## src/rtl/halt_seq_pkg.sv

```systemverilog
package halt_seq_pkg;

    typedef enum logic [1:0] {
        ACT_FETCH = 2'b00,
        ACT_XFER  = 2'b01,
        ACT_TCI   = 2'b10,
        ACT_OTHER = 2'b11
    } act_e;

    typedef enum logic [3:0] {
        S_RUN,
        S_FETCH_WAIT,
        S_FLUSH,
        S_CYCLE_WAIT,
        S_TCI_WAIT,
        S_IP_LOAD,
        S_DRAIN,
        S_HALT,
        S_STOPPED
    } hstate_e;

endpackage

```

## src/rtl/halt_drain_check.sv

```systemverilog
module halt_drain_check #(
    parameter int OFS_W = 5
) (
    input  logic             hs_busy,
    input  logic [OFS_W-1:0] sync_offset,
    output logic             drain_clear
);
    localparam logic [OFS_W-1:0] OFS_ZERO = '0;

    always_comb begin
        drain_clear = !hs_busy && (sync_offset == OFS_ZERO);
    end

endmodule

```

## src/rtl/halt_fsm.sv

```systemverilog
module halt_fsm
    import halt_seq_pkg::*;
(
    input  logic    clk,
    input  logic    rst_n,
    input  logic    irq_req,
    input  logic    irq_scsi,
    input  logic [1:0] activity,
    input  logic    fetch_done,
    input  logic    cycle_done,
    input  logic    tci_done,
    input  logic    tci_phase_jump,
    input  logic    bus_fault,
    input  logic    dma_wr_mem,
    input  logic    dma_fifo_empty,
    input  logic    drain_clear,
    output hstate_e state
);
    hstate_e state_nx;
    act_e    act;

    always_comb begin
        act = act_e'(activity);
    end

    always_ff @(posedge clk or negedge rst_n) begin
        if (!rst_n) begin
            state <= S_RUN;
        end else begin
            state <= state_nx;
        end
    end

    always_comb begin
        state_nx = state;
        unique case (state)
            S_RUN: begin
                if (irq_req) begin
                    if (bus_fault) begin
                        state_nx = S_HALT;
                    end else begin
                        unique case (act)
                            ACT_FETCH: state_nx = S_FETCH_WAIT;
                            ACT_XFER:  state_nx = (irq_scsi && dma_wr_mem) ? S_FLUSH : S_CYCLE_WAIT;
                            ACT_TCI:   state_nx = S_TCI_WAIT;
                            ACT_OTHER: state_nx = S_DRAIN;
                        endcase
                    end
                end
            end
            S_FETCH_WAIT: begin
                if (bus_fault)       state_nx = S_HALT;
                else if (fetch_done) state_nx = S_DRAIN;
            end
            S_FLUSH: begin
                if (bus_fault)           state_nx = S_HALT;
                else if (dma_fifo_empty) state_nx = S_DRAIN;
            end
            S_CYCLE_WAIT: begin
                if (bus_fault)       state_nx = S_HALT;
                else if (cycle_done) state_nx = S_DRAIN;
            end
            S_TCI_WAIT: begin
                if (bus_fault)     state_nx = S_HALT;
                else if (tci_done) state_nx = tci_phase_jump ? S_IP_LOAD : S_DRAIN;
            end
            S_IP_LOAD: state_nx = S_DRAIN;
            S_DRAIN: begin
                if (bus_fault || drain_clear) state_nx = S_HALT;
            end
            S_HALT: state_nx = S_STOPPED;
            S_STOPPED: begin
                if (!irq_req) state_nx = S_RUN;
            end
            default: state_nx = S_RUN;
        endcase
    end

    AST_FAULT_TO_HALT: assert property (@(posedge clk) disable iff (!rst_n)
        (bus_fault && (state inside {S_FETCH_WAIT, S_FLUSH, S_CYCLE_WAIT, S_TCI_WAIT, S_DRAIN}))
        |=> (state == S_HALT));

    AST_STOP_HOLDS: assert property (@(posedge clk) disable iff (!rst_n)
        (state == S_STOPPED && irq_req) |=> (state == S_STOPPED));

    AST_OTHER_CUT: assert property (@(posedge clk) disable iff (!rst_n)
        (state == S_RUN && irq_req && !bus_fault && activity == 2'b11) |=> (state == S_DRAIN));

endmodule

```

## src/rtl/halt_out.sv

```systemverilog
module halt_out
    import halt_seq_pkg::*;
(
    input  hstate_e state,
    output logic    flush_req,
    output logic    ip_load,
    output logic    halted,
    output logic    exec_hold
);
    always_comb begin
        flush_req = 1'b0;
        ip_load   = 1'b0;
        halted    = 1'b0;
        exec_hold = 1'b1;
        unique case (state)
            S_RUN:     exec_hold = 1'b0;
            S_FLUSH:   flush_req = 1'b1;
            S_IP_LOAD: ip_load   = 1'b1;
            S_HALT:    halted    = 1'b1;
            default: ;
        endcase
    end

endmodule

```

## src/rtl/halt_seq.sv

```systemverilog
module halt_seq
    import halt_seq_pkg::*;
#(
    parameter int OFS_W = 5
) (
    input  logic             clk,
    input  logic             rst_n,
    input  logic             irq_req,
    input  logic             irq_scsi,
    input  logic [1:0]       activity,
    input  logic             fetch_done,
    input  logic             cycle_done,
    input  logic             tci_done,
    input  logic             tci_phase_jump,
    input  logic             bus_fault,
    input  logic             dma_wr_mem,
    input  logic             dma_fifo_empty,
    input  logic             hs_busy,
    input  logic [OFS_W-1:0] sync_offset,
    output logic             flush_req,
    output logic             ip_load,
    output logic             halted,
    output logic             exec_hold
);
    logic    drain_clear;
    hstate_e state;

    halt_drain_check #(.OFS_W(OFS_W)) u_drain (
        .hs_busy     (hs_busy),
        .sync_offset (sync_offset),
        .drain_clear (drain_clear)
    );

    halt_fsm u_fsm (
        .clk            (clk),
        .rst_n          (rst_n),
        .irq_req        (irq_req),
        .irq_scsi       (irq_scsi),
        .activity       (activity),
        .fetch_done     (fetch_done),
        .cycle_done     (cycle_done),
        .tci_done       (tci_done),
        .tci_phase_jump (tci_phase_jump),
        .bus_fault      (bus_fault),
        .dma_wr_mem     (dma_wr_mem),
        .dma_fifo_empty (dma_fifo_empty),
        .drain_clear    (drain_clear),
        .state          (state)
    );

    halt_out u_out (
        .state     (state),
        .flush_req (flush_req),
        .ip_load   (ip_load),
        .halted    (halted),
        .exec_hold (exec_hold)
    );

    AST_HALT_PULSE: assert property (@(posedge clk) disable iff (!rst_n)
        halted |=> !halted);

    AST_HALT_AFTER_DRAIN: assert property (@(posedge clk) disable iff (!rst_n)
        (halted && !$past(bus_fault)) |-> $past(!hs_busy && sync_offset == '0));

    AST_IPLOAD_SINGLE: assert property (@(posedge clk) disable iff (!rst_n)
        ip_load |=> (!ip_load && !halted));

    AST_FLUSH_NOT_HALTED: assert property (@(posedge clk) disable iff (!rst_n)
        flush_req |-> (!halted && exec_hold));

    AST_HOLD_ON_HALT: assert property (@(posedge clk) disable iff (!rst_n)
        halted |-> exec_hold);

endmodule

```

## config.mk

```make
export PLATFORM = sky130hd
export DESIGN_NAME = halt_seq
export DESIGN_NICKNAME = d
export VERILOG_FILES = /design/src/rtl/halt_seq_pkg.sv /design/src/rtl/halt_drain_check.sv /design/src/rtl/halt_fsm.sv /design/src/rtl/halt_out.sv /design/src/rtl/halt_seq.sv
export SDC_FILE = /design/constraint.sdc
export NUM_CORES = 1
export LEC_CHECK = 0
export BUFFER_PORTS_ARGS = -buffer_cell sky130_fd_sc_hd__buf_2
export CAP_MARGIN = 30
export CORE_AREA = 2 2 39 41
export CTS_CLUSTER_SIZE = 25
export DETAILED_ROUTE_END_ITERATION = 7
export DIE_AREA = 0 0 41 43
export GPL_TIMING_DRIVEN = 0
export HOLD_SLACK_MARGIN = 0.15
export PLACE_DENSITY_LB_ADDON = 0.2
export SETUP_SLACK_MARGIN = 0.5
export SYNTH_ARGS = -nofsm -noshare
export SYNTH_HDL_FRONTEND = slang
export SYNTH_SLANG_ARGS = --single-unit
```

## constraint.sdc

```tcl
create_clock -name clk -period 3.9 [get_ports clk]
set_clock_uncertainty 0.15 [all_clocks]
set_input_delay 0.975 -clock clk [delete_from_list [all_inputs] [get_ports clk]]
set_output_delay 0.975 -clock clk [all_outputs]
set_load 0.005 [all_outputs]
```

==> impl_metrics.env, run 1 <==
export IMPL_grt_pass1_vias=429
export IMPL_max_freq_ghz=0.394
export IMPL_cts_setup_buffers=0
export IMPL_drt_total_wl_um=982
export IMPL_clkLatencyLatePin_ns=0.24
export IMPL_numPortBuffers=22
export IMPL_ios=23
export IMPL_largestRegisters="u_fsm.state (4)"
export IMPL_gp_congestion=0.714
export IMPL_yosys_warnings=0
export IMPL_track_usage_pct=13.5
export IMPL_slew_viol_final=0
export IMPL_synth_area_top_cells="dfrtp_1 24%, o41ai_2 7.9%, o21a_1 7.3%"
export IMPL_dp_cells=83
export IMPL_grt_overflow_total=0
export IMPL_ys_types=26
export IMPL_period_needed_ns=2.54
export IMPL_synth_compound_area_share_pct=29.6
export IMPL_die_area_um2=1760
export IMPL_worst_pin_slew_ns=0.263
export IMPL_critical_path_required_ns=2.77
export IMPL_detail_route_antenna_nets=0
export IMPL_num_fill_cells=155
export IMPL_crit_type="flip-flop to output pin"
export IMPL_coreArea_um2=1380
export IMPL_finish_utilization_pct=40.7
export IMPL_synthSimpleGateAreaFrac_pct=36.3
export IMPL_synth_area_um2=410
export IMPL_syn_avg_cell_area_um2=9.12
export IMPL_p_leak_nw=0.257
export IMPL_htreeDepth=1
export IMPL_synth_top_family_by_area="simple AND/OR/NAND/NOR gates"
export IMPL_synthAdderAreaFrac_pct=0
export IMPL_syn_to_final_growth_pct=37.2
export IMPL_synth_nets=64
export IMPL_initial_utilization_pct=29.7
export IMPL_numCtsBuffers=3
export IMPL_ctsResizeCount=0
export IMPL_synth_ff_type="dfrtp_1"
export IMPL_path_clk_slew_ns=0.04
export IMPL_cts_hold_buf=0
export IMPL_post_dp_hpwl_um=776
export IMPL_num_rows=14
export IMPL_synth_common_cells="5 x nand2_1, 4 x dfrtp_1, 4 x o21a_1"
export IMPL_viasPerCell=5.26
export IMPL_drt_pass1_iter_count=4
export IMPL_drc=0
export IMPL_synth_xor_area_share_pct=0
export IMPL_cp_max_fo=10
export IMPL_ys_async_sr_fraction_pct=100
export IMPL_synthMuxAreaShare_pct=2.44
export IMPL_end_kind="output pin"
export IMPL_grt_pass1_wl_mm=1.64
export IMPL_drive_above_1_share_pct=52.9
export IMPL_cts_tree="built"
export IMPL_fin_cells=86
export IMPL_synth_top_area_share_pct=24.4
export IMPL_wl_per_cell_um=11.4
export IMPL_drt_initial_drc_count=8
export IMPL_ys_seq_area_share_pct=24.4
export IMPL_synth_top_cell_by_area="dfrtp_1"
export IMPL_hold_class="input port to async pin"
export IMPL_power_density_nw_per_um2=705
export IMPL_num_antenna_cells=0
export IMPL_grt_max_degree=11
export IMPL_hold_viol_final=0
export IMPL_cts_buffer_depth=2
export IMPL_nets=91
export IMPL_status="complete, no violations"
export IMPL_startpoint_type="flip-flop"
export IMPL_largest_register_ffs=4
export IMPL_yosysMostFrequentCell="nand2_1"
export IMPL_synth_cells=45
export IMPL_synth_edf_count=0
export IMPL_finalSetupViolCount=0
export IMPL_antenna_found_initial=0
export IMPL_vias=452
export IMPL_power_mw=0.397
export IMPL_synth_seq_cells=4
export IMPL_drv_cap=0
export IMPL_crit_arrival_ns=1.41
export IMPL_finalCritPeriodShare_pct=65.0
export IMPL_fp_dieH_um=43
export IMPL_setup_tns_ns=0
export IMPL_die_w_um=41
export IMPL_largest_register="u_fsm.state"
export IMPL_ir_worst_vdd_uv=246
export IMPL_slew_headroom_pct=82.2
export IMPL_rsz0062_at_grt="no"
export IMPL_root_buffer="clkbuf_4"
export IMPL_cts_sinks=4
## placed cells by master, fill, tap and decap left out, drive strengths merged, types with 2 or more instances in the layout
| cell | synthesis | routed |
|---|---|---|
| buf | 4 | 26 |
| clkbuf | 0 | 3 |
| dfrtp | 4 | 4 |
| nand2 | 5 | 5 |
| nand2b | 2 | 2 |
| nand3 | 2 | 2 |
| nor2 | 2 | 2 |
| nor3 | 3 | 3 |
| nor3b | 3 | 3 |
| nor4b | 2 | 2 |
| o21a | 4 | 4 |
| o21ai | 2 | 2 |
| o41ai | 2 | 2 |
## layer usage
layer | track usage [%] | vias up | share of wire [%] | wire, um
met5 | 0 | - | 0 | 0
met4 | 6.00 | 0 | 0 | 0
met3 | 1.57 | 0 | 7.3 | 72
met2 | 21.9 | 19 | 50 | 493
met1 | 16.9 | 208 | 42 | 417
li1 | - | 225 | - | -
## final timing paths
check                                    start        endpoint  slack, ns  cells after the start
worst min-delay path                     rst_n  u_fsm.state[2]       0.38                      1
worst max register to register  u_fsm.state[3]  u_fsm.state[0]       2.15                      5
worst max-delay path            u_fsm.state[0]       exec_hold       1.36                      4
min in group clk                u_fsm.state[3]  u_fsm.state[1]       0.42                      2
max in group asynchronous                rst_n  u_fsm.state[0]       3.09                      1
worst min register to register  u_fsm.state[3]  u_fsm.state[1]       0.42                      2
## power by group
| part | total, mW | internal (mW) | switching [mW] |
|---|---|---|---|
| Clock | 0.0521 | 0.0345 | 0.0177 |
| Combinational | 0.268 | 0.129 | 0.139 |
| Sequential | 0.0764 | 0.0636 | 0.0128 |
## area by class of cell
type                            count  area (um^2)  area share [%]
Clock buffer                        3         22.5            4.00
Inverter                            1         3.75           0.667
Timing Repair Buffer               22          110            19.6
Tap cell                           16         20.0            3.56
Sequential cell                     4          100            17.8
Buffer                              4         26.3            4.67
Multi-Input combinational cell     36          280            49.8
## cell families after synthesis
logic type      Yosys count
compound gates           13
buf+inv                   5
flops                     4
mux                       1
simple gates             22
## through the flow
stage	area [um^2]	setup WS, ns	hold WS (ns)
2_1_floorplan	410	1.64	0.397
3_3_place_gp	541	1.45	0.428
3_5_place_dp	541	1.45	0.425
4_1_cts	563	1.36	0.386
5_1_grt	563	1.29	0.379
6_report	563	1.36	0.385
## critical path, stage by stage, from the launching register on
cell and delay [ns]:
dfrtp_1 0.34, buf_2 0.17, or3_4 0.40, nand2b_1 0.15
buf_2 0.12
No activity file was read; power rests on OpenSTA's default activity.
==> run 2: changes to the inputs <==
ABC_AREA = 1   (was unset)
clock period = 2.7 ns   (was 3.9 ns; I/O delays follow)
==> run 2 against run 1 <==
  * Area after synthesis is 8.8% higher
  * Worst hold slack better by 0.051 ns
  * Sequential share of layout area is 1.4 points lower
  * Largest cell class unchanged
  * Setup slack worse by 0.68 ns
  * Non-clock buffer count is 3 lower
==> impl_metrics.env, run 2 <==
export IMPL_status="complete, no violations"
export IMPL_clkLatencyLatePin_ns=0.23
export IMPL_crit_type="flip-flop to output pin"
export IMPL_largest_register="u_fsm.state"
export IMPL_ios=23
export IMPL_crit_buf_inv=3
export IMPL_numCtsBuffers=3
export IMPL_ir_worst_vdd_uv=360
export IMPL_largest_register_ffs=4
export IMPL_dp_cells=112
export IMPL_drt_total_wl_mm=1.09
export IMPL_slew_headroom_pct=85.6
export IMPL_gp_congestion=0.803
export IMPL_finish_utilization_pct=44.0
export IMPL_synth_edf_count=0
export IMPL_finalSetupViolCount=0
export IMPL_drt_initial_drc_count=8
export IMPL_fin_ws_ns=0.686
export IMPL_cp_max_fo=5
export IMPL_rsz0062_at_grt="no"
export IMPL_vias=547
export IMPL_dp_slack_ns=0.922
export IMPL_synth_nets=93
export IMPL_synth_area_um2=447
export IMPL_viasPerCell=4.72
export IMPL_coreArea_um2=1380
export IMPL_fin_cells=116
export IMPL_num_fill_cells=155
export IMPL_die_w_um=41
export IMPL_drt_pass1_iter_count=4
export IMPL_power_density_nw_per_um2=1010
export IMPL_die_area_um2=1760
export IMPL_syn_avg_cell_area_um2=6.04
export IMPL_hold_viol_final=0
export IMPL_worst_pin_slew_ns=0.216
export IMPL_hold_class="flip-flop to flip-flop"
export IMPL_detail_route_antenna_nets=0
export IMPL_finalCritPeriodShare_pct=74.6
export IMPL_grt_max_degree=9
export IMPL_syn_to_final_growth_pct=36.4
export IMPL_path_delay_family="flip-flops"
export IMPL_grt_pass1_vias=533
export IMPL_fin_area_um2=609
export IMPL_path_clk_slew_ns=0.04
export IMPL_synth_ff_type="dfrtp_1"
export IMPL_cts_buffer_depth=2
export IMPL_critPathMaxStageDelay_ns=0.43
export IMPL_yosysMostFrequentCell="nand2_1"
export IMPL_synth_top_area_share_pct=22.4
export IMPL_period_needed_ns=2.01
export IMPL_largestRegisters="u_fsm.state (4)"
export IMPL_setup_tns_ns=0
export IMPL_synth_seq_cells=4
export IMPL_nets=121
export IMPL_antenna_found_initial=0
export IMPL_grt_pass1_wl_mm=1.92
export IMPL_layout_common_cells="22 x buf_2, 18 x nand2_1, 10 x nor2_1, 10 x nand3_1, 7 x nor2_2"
export IMPL_wl_per_cell_um=9.41
export IMPL_power_mw=0.616
export IMPL_ctsResizeCount=0
export IMPL_slew_viol_final=0
export IMPL_htreeDepth=1
export IMPL_ys_async_sr_fraction_pct=100
export IMPL_cts_sinks=4
export IMPL_final_common_cell="buf_2"
export IMPL_num_antenna_cells=0
export IMPL_track_usage_pct=15.4
export IMPL_post_dp_hpwl_um=922
export IMPL_max_freq_ghz=0.497
export IMPL_numPortBuffers=22
export IMPL_worstPathCellList="inv_2 > nand2_1 > nor2_1 > inv_1 > buf_2"
export IMPL_synth_area_top_cells="dfrtp_1 22%, nand2_1 15%, nand3_1 11%"
export IMPL_critical_path_required_ns=1.88
export IMPL_ys_seq_area_share_pct=22.4
export IMPL_slowest_stage="dfrtp_1"
export IMPL_initial_utilization_pct=32.3
export IMPL_end_kind="output pin"
export IMPL_grt_overflow_total=0
export IMPL_hold_ws_ns=0.435
export IMPL_crit_arrival_ns=1.19
export IMPL_num_rows=14
export IMPL_ys_types=18
export IMPL_cts_tree="built"
export IMPL_drive_above_1_share_pct=43.0
export IMPL_drc=0
export IMPL_root_buffer="clkbuf_4"
export IMPL_drv_cap=0
export IMPL_place_area_um2=577
export IMPL_synth_top_cell_by_area="dfrtp_1"
export IMPL_p_leak_nw=0.318
export IMPL_yosys_warnings=0
export IMPL_synth_common_cells="18 x nand2_1, 10 x nand3_1, 10 x nor2_1"
export IMPL_synth_cells=74
export IMPL_startpoint_type="flip-flop"
export IMPL_fp_dieH_um=43
-- run 2: logic make-up after synthesis --
family | after synthesis | share of synthesized area (%)
simple gates | 56 | 63.9
buf+inv | 9 | 7.56
compound gates | 5 | 6.16
flops | 4 | 22.4
-- run 2: final cells by class --
cell class	count	area, um^2	area share [%]
Clock buffer	3	22.5	3.70
Inverter	9	33.8	5.54
Multi-Input combinational cell	61	313	51.3
Sequential cell	4	100	16.4
Tap cell	16	20.0	3.29
Timing Repair Buffer	23	120	19.7
-- run 2: power by group --
group	internal [mW]	switching (mW)	total, mW
combinational	0.156	0.245	0.401
sequential	0.0930	0.0480	0.141
clock	0.0497	0.0237	0.0733
total	0.299	0.317	0.616
-- run 2: metal layers --
metal / global-route usage (%) / vias up / part of all wire [%]
met4: 4.00 / 0 / 0
met5: 0 / - / 0
met3: 3.14 / 0 / 5.0
li1: - / 293 / -
met2: 26.6 / 15 / 52
met1: 18.1 / 239 / 43
-- run 2: worst paths after layout --
check | startpoint | endpoint | slack (ns) | cells after the start
min in group asynchronous | rst_n | u_fsm.state[3] | 0.62 | 2
min | u_fsm.state[2] | u_fsm.state[2] | 0.44 | 2
max in group asynchronous | rst_n | u_fsm.state[0] | 1.66 | 2
max reg2reg | u_fsm.state[1] | u_fsm.state[0] | 1.29 | 8
min reg2reg | u_fsm.state[2] | u_fsm.state[2] | 0.44 | 2
max | u_fsm.state[3] | exec_hold | 0.69 | 5
-- run 2: worst reg2reg max path: stages, from the launching register on --
cell and delay (ns):
dfrtp_1 0.44, nand2_1 0.14, clkinv_1 0.09, nand3_1 0.07, nand2_1 0.10, inv_2 0.07
nand4_2 0.11, nand2_1 0.08, nand2_1 0.05
-- run 2: what timing repair did --
action | in CTS | in global routing
endpoints found under the hold margin | 4 | 0
buffers inserted | 0 | 0
hold buffers | 1 | 0
